## config.mk

```make
export PLATFORM = sky130hd
export DESIGN_NAME = clk_throttle_gen
export DESIGN_NICKNAME = d
export VERILOG_FILES = /design/src/rtl/clk_throttle_pkg.sv /design/src/rtl/throttle_ctrl_reg.sv /design/src/rtl/throttle_tick_gen.sv /design/src/rtl/throttle_frame_gen.sv /design/src/rtl/clk_throttle_gen.sv
export SDC_FILE = /design/constraint.sdc
export NUM_CORES = 1
export LEC_CHECK = 0
export BUFFER_PORTS_ARGS = -buffer_cell sky130_fd_sc_hd__buf_4
export CAP_MARGIN = 20
export CORE_ASPECT_RATIO = 0.6
export CORE_MARGIN = 5
export CORE_UTILIZATION = 45
export CTS_CLUSTER_SIZE = 12
export DETAILED_ROUTE_END_ITERATION = 8
export PLACE_DENSITY = 0.74
export SKIP_CTS_REPAIR_TIMING = 1
export SYNTH_ARGS = -nofsm -noshare
export SYNTH_HDL_FRONTEND = slang
export SYNTH_SLANG_ARGS = --single-unit
```

## constraint.sdc

```tcl
create_clock -name clk -period 2.57 [get_ports clk]
set_clock_uncertainty 0.15 [all_clocks]
set_input_delay 0.257 -clock clk [delete_from_list [all_inputs] [get_ports clk]]
set_output_delay 0.257 -clock clk [all_outputs]
set_load 0.05 [all_outputs]
```

## src/rtl/clk_throttle_pkg.sv

```systemverilog
package clk_throttle_pkg;
  // Default geometry shared by the throttling generator and its helpers.
  localparam int unsigned DEF_REG_W    = 32;
  localparam int unsigned DEF_DUTY_LSB = 1;
  localparam int unsigned DEF_DUTY_W   = 3;
  localparam int unsigned DEF_EN_BIT   = 4;
  localparam int unsigned DEF_TICK_DIV = 4;
endpackage

```

## src/rtl/throttle_ctrl_reg.sv

```systemverilog
module throttle_ctrl_reg #(
  parameter int unsigned REG_W = 32
) (
  input  logic             clk,
  input  logic             rst_n,
  input  logic             wr_en,
  input  logic [REG_W-1:0] wr_data,
  output logic [REG_W-1:0] ctl_q
);
  logic [REG_W-1:0] ctl_d;

  always_comb begin
    ctl_d = ctl_q;
    if (wr_en) ctl_d = wr_data;
  end

  always_ff @(posedge clk or negedge rst_n) begin
    if (!rst_n) ctl_q <= '0;
    else        ctl_q <= ctl_d;
  end
endmodule

```

## src/rtl/throttle_tick_gen.sv

```systemverilog
module throttle_tick_gen #(
  parameter int unsigned TICK_DIV = 4
) (
  input  logic clk,
  input  logic rst_n,
  input  logic cnt_en,
  output logic tick
);
  generate
    if (TICK_DIV <= 1) begin : g_every_cycle
      assign tick = cnt_en;
    end else begin : g_divider
      localparam int unsigned CW = $clog2(TICK_DIV);
      localparam logic [CW-1:0] LAST = CW'(TICK_DIV - 1);
      logic [CW-1:0] cnt_q, cnt_d;

      assign tick = cnt_en && (cnt_q == LAST);

      always_comb begin
        cnt_d = cnt_q;
        if (!cnt_en)   cnt_d = '0;
        else if (tick) cnt_d = '0;
        else           cnt_d = cnt_q + 1'b1;
      end

      always_ff @(posedge clk or negedge rst_n) begin
        if (!rst_n) cnt_q <= '0;
        else        cnt_q <= cnt_d;
      end
    end
  endgenerate
endmodule

```

## src/rtl/throttle_frame_gen.sv

```systemverilog
module throttle_frame_gen #(
  parameter int unsigned DUTY_W = 3
) (
  input  logic              clk,
  input  logic              rst_n,
  input  logic              run_en,
  input  logic [DUTY_W-1:0] duty,
  input  logic              tick,
  output logic              stop_n,
  output logic              run_o,
  output logic [DUTY_W-1:0] pos_o,
  output logic [DUTY_W-1:0] act_o,
  output logic              frame_end
);
  localparam logic [DUTY_W-1:0] POS_MAX = '1;

  logic              run_q, run_d;
  logic [DUTY_W-1:0] pos_q, pos_d;
  logic [DUTY_W-1:0] act_q, act_d;
  logic              stop_q, stop_d;

  assign frame_end = run_q && tick && (pos_q == POS_MAX);

  always_comb begin
    run_d  = run_q;
    pos_d  = pos_q;
    act_d  = act_q;
    stop_d = stop_q;
    if (!run_en) begin
      run_d  = 1'b0;
      pos_d  = '0;
      act_d  = '0;
      stop_d = 1'b1;
    end else if (!run_q) begin
      run_d  = 1'b1;
      pos_d  = '0;
      act_d  = duty;
      stop_d = 1'b1;
    end else if (tick) begin
      pos_d = pos_q + 1'b1;
      if (frame_end) act_d = duty;
      stop_d = (pos_d < act_d);
    end
  end

  always_ff @(posedge clk or negedge rst_n) begin
    if (!rst_n) begin
      run_q  <= 1'b0;
      pos_q  <= '0;
      act_q  <= '0;
      stop_q <= 1'b1;
    end else begin
      run_q  <= run_d;
      pos_q  <= pos_d;
      act_q  <= act_d;
      stop_q <= stop_d;
    end
  end

  assign stop_n = stop_q;
  assign run_o  = run_q;
  assign pos_o  = pos_q;
  assign act_o  = act_q;
endmodule

```

## src/rtl/clk_throttle_gen.sv

```systemverilog
module clk_throttle_gen
  import clk_throttle_pkg::*;
#(
  parameter int unsigned REG_W    = DEF_REG_W,
  parameter int unsigned DUTY_LSB = DEF_DUTY_LSB,
  parameter int unsigned DUTY_W   = DEF_DUTY_W,
  parameter int unsigned EN_BIT   = DEF_EN_BIT,
  parameter int unsigned TICK_DIV = DEF_TICK_DIV
) (
  input  logic             clk,
  input  logic             rst_n,
  input  logic             wr_en,
  input  logic [REG_W-1:0] wr_data,
  output logic [REG_W-1:0] rd_data,
  output logic             stop_clk_n
);
  logic [REG_W-1:0]  ctl;
  logic [DUTY_W-1:0] duty_fld;
  logic              run_en;
  logic              cnt_en;
  logic              tick_w;
  logic              run_w;
  logic [DUTY_W-1:0] pos_w;
  logic [DUTY_W-1:0] act_w;
  logic              fend_w;

  throttle_ctrl_reg #(.REG_W(REG_W)) i_reg (
    .clk(clk), .rst_n(rst_n), .wr_en(wr_en), .wr_data(wr_data), .ctl_q(ctl)
  );

  assign duty_fld = ctl[DUTY_LSB +: DUTY_W];
  assign run_en   = ctl[EN_BIT] && (duty_fld != '0);
  assign cnt_en   = run_w && run_en;

  throttle_tick_gen #(.TICK_DIV(TICK_DIV)) i_tick (
    .clk(clk), .rst_n(rst_n), .cnt_en(cnt_en), .tick(tick_w)
  );

  throttle_frame_gen #(.DUTY_W(DUTY_W)) i_frame (
    .clk(clk), .rst_n(rst_n), .run_en(run_en), .duty(duty_fld), .tick(tick_w),
    .stop_n(stop_clk_n), .run_o(run_w), .pos_o(pos_w), .act_o(act_w),
    .frame_end(fend_w)
  );

  assign rd_data = ctl;
endmodule

```

==> Implementation_results.wiki <==
{| class="wikitable"
! Metric !! Value
|-
| Outcome || complete, no violations
|-
| Vias per cell || 4.93
|-
| Row cnt || 17
|-
| Core footprint || 3680 um^2
|-
| Arrival time of the worst setup path || 2.28 ns
|-
| RSZ-0062 raised after global routing || no
|-
| Total power density per cell area || 684 nW/um^2
|-
| DIE AREA || 5200 um^2
|-
| Highest net fanout along the worst path || 8
|-
| Final critical-path required period || 2.22 ns
|-
| Die width || 89.8 um
|-
| Mean Syn Cell Area || 14.8 um^2
|-
| Crit-path cells || ha_1 > nand2_1 > nor2_2 > mux2i_1 > ha_1 > o21ai_0 > a221oi_1 > o21ai_0
|-
| Total cell area at the placement stage || 2260 um^2
|-
| Dpl hpwl || 2750 um
|-
| CP required || 2.63 ns
|-
| Slowest CP cell || dfrtp_1
|-
| Synth Instances || 116
|-
| Register bit count reported by yosys || 42
|-
| CTS H-Tree Depth || 2
|-
| Nets in the synthesized netlist || 156
|-
| Share of post-route cells with drive strength above 1 || 58.8%
|-
| Number of diodes || 0
|-
| Wire length of the first global-routing pass || 6090 um
|-
| Pin count of the biggest net entering global routing || 43
|-
| Part of the cycle the worst path needs || 86.3%
|-
| Most instantiated flip-flop cell in the synthesis netlist || dfrtp_1
|-
| All-layer global routing usage || 14.8%
|-
| Non-filler cells in the finished layout || 234
|-
| Slowest stage delay, CP || 0.36 ns
|-
| Max frequency || 0.451 GHz
|-
| Area occupied by multi-input gates || 632 um^2
|-
| Largest area contributor in the netlist || dfrtp_1
|-
| Post-CTS clock slew at the launch and capture registers of the worst setup and hold paths || 0.08 ns
|-
| Vias in the first global route || 1265
|-
| Initial drt markers || 20
|-
| Number of endpoints with negative hold slack in the final report || 0
|-
| Async SR Flop Fraction || 100%
|-
| Compound-Gate Fraction of Synth Area || 4.08%
|-
| Dominant combinational cell family by area after synthesis || multiplexers
|-
| Path category of the worst min-delay check || in2reg
|-
| Count of clock tree sinks || 42
|-
| Post-synthesis simple-gate area fraction || 3.49%
|-
| Post-route ant nets || 0
|-
| Vert. Die Dim || 57.9 um
|-
| Sequential area share after synthesis || 61.2%
|-
| Total wire length || 3630 um
|-
| Initial antenna violation count || 0
|-
| I/O pin total || 68
|-
| Number of enable flip-flop cells after synthesis || 0
|-
| Number of filler instances in the final layout || 286
|-
| Post-Route Hold Slack || 0.0408 ns
|-
| Area delta synth->final || 37.4%
|-
| Post-synthesis instance area || 1720 um^2
|-
| Area share of fa/ha/maj cells after synthesis || 3.64%
|-
| Area share of the largest cell type after synthesis || 59.7%
|-
| Category of the worst setup path launch point || flip-flop
|-
| Sum of negative setup slack || 0 ns
|-
| Post-layout instance area || 2360 um^2
|-
| Register area || 1050 um^2
|-
| Total leakage power || 1.12 nW
|-
| Capturing element type of the critical path || flip-flop
|-
| Ys Warns || 0
|-
| Clock tree from TritonCTS || done
|-
| Port-buffer cells || 67
|-
| Normalized max-slew margin || 66.4%
|-
| Drt first pass iters || 4
|-
| Clock latency of the later-clocked register in the worst-skew pair || 0.29 ns
|-
| Number of remaining DRC errors || 0
|-
| Most common cell after layout, fill and taps aside || buf_4
|-
| Final-report setup violation count || 0
|-
| Category of the most critical setup path || reg2reg
|-
| DR vias || 1154
|-
| Final-report max-slew violation count || 0
|-
| Synth area leaders || dfrtp_1 (60%), mux2_2 (20%), mux2i_1 (4.1%), ha_1 (3.6%), dfstp_2 (1.5%)
|-
| Residual overflow from global routing || 0
|-
| Synthesized-area fraction occupied by xor and xnor cells || 0.509%
|-
| Measured slew at the worst slew-check pin || 0.499 ns
|-
| Final weighted congestion of routability-driven global placement || 0.835
|-
| Maximum resistive drop on vdd || 0.000441 V
|-
| Num CTS Buffers || 5
|-
| Nets || 226
|-
| Max-capacitance violation count || 0
|-
| Clock root cell || clkbuf_8
|-
| Initial standard-cell utilization of the core || 46.7%
|-
| Commonest non-fill, non-tap cells in the layout || buf_4 (67), dfrtp_1 (41), mux2_2 (31), mux2i_1 (7)
|-
| Avg WL per Cell || 15.5 um
|-
| Cell variety after synth || 22
|-
| Bufs on Longest Clock Path || 2
|-
| Cells after DPL || 225
|-
| Post-synthesis mux area share || 25.0%
|}
## Yosys cell counts, types with 2 or more instances
master and number:
buf_2 4, dfrtp_1 41, ha_1 5, inv_1 3, mux2_2 31, mux2i_1 7, nand2_1 4, nor2_1 6
o21ai_0 2
## critical path, delay by kind of cell (launching register included)
kind            cells  cell delay (ns)
fa+ha+maj           2             0.55
compound gates      3             0.48
flops               1             0.36
simple gates        2             0.36
mux                 1             0.24
## sequential cells by signal, summed over array words and instances, names as in the netlist
name	cells
i_frame.run_o	1
i_reg.ctl_q	32
i_frame.act_o	3
i_frame.stop_n	1
i_frame.pos_o	3
i_tick.g_divider.cnt_q	2
## path summary, 6_finish.rpt
kind,start,slack (ns),end,cells after the start
min in group asynchronous,rst_n,0.33,i_frame.pos_o[0],2
max in group asynchronous,rst_n,1.58,i_frame.stop_n,2
setup reg to reg,i_tick.g_divider.cnt_q[0],0.35,i_frame.stop_n,8
setup / recovery,i_tick.g_divider.cnt_q[0],0.35,i_frame.stop_n,8
hold reg to reg,i_tick.g_divider.cnt_q[0],0.30,i_tick.g_divider.cnt_q[0],1
hold / removal,wr_data[30],0.04,i_reg.ctl_q[30],2
## through the flow
stage	utilization, %	setup WS, ns	power, mW
finish	64.2	0.352	1.62
global route	64.2	0.124	1.70
CTS	63.9	0.368	1.64
detailed placement	61.3	0.396	1.20
global placement	61.3	0.523	1.19
floorplan	-	0.343	1.04
## area by class of cell
| cell class | count | area share, % |
|---|---|---|
| timing repair buffer | 68 | 21.7 |
| inverter | 3 | 0.477 |
| clock inverter | 2 | 0.530 |
| tap | 47 | 2.49 |
| sequential | 42 | 44.5 |
| multi-input combinational | 66 | 26.7 |
| clock buffer | 6 | 3.50 |
## report_power, final
part	switching (mW)	total (mW)	internal (mW)	leakage, nW
Clock	0.211	0.426	0.216	0.0472
Sequential	0.0444	0.766	0.721	0.506
Combinational	0.266	0.424	0.158	0.563
Total	0.521	1.62	1.10	1.12
## cell families after synthesis
logic type / after synthesis
flops: 42
mux: 39
simple gates: 14
buf+inv: 8
compound gates: 7
fa+ha+maj: 5
xor+xnor: 1
## per-layer routing
metal | GRT usage (%) | vias to the layer above | share of wire [%]
li1 | - | 545 | -
met4 | 5.39 | 0 | 2.0
met5 | 0 | - | 0
met2 | 23.0 | 59 | 44
met3 | 7.00 | 9 | 11
met1 | 18.1 | 541 | 43
No activity file was read; power rests on OpenSTA's default activity.
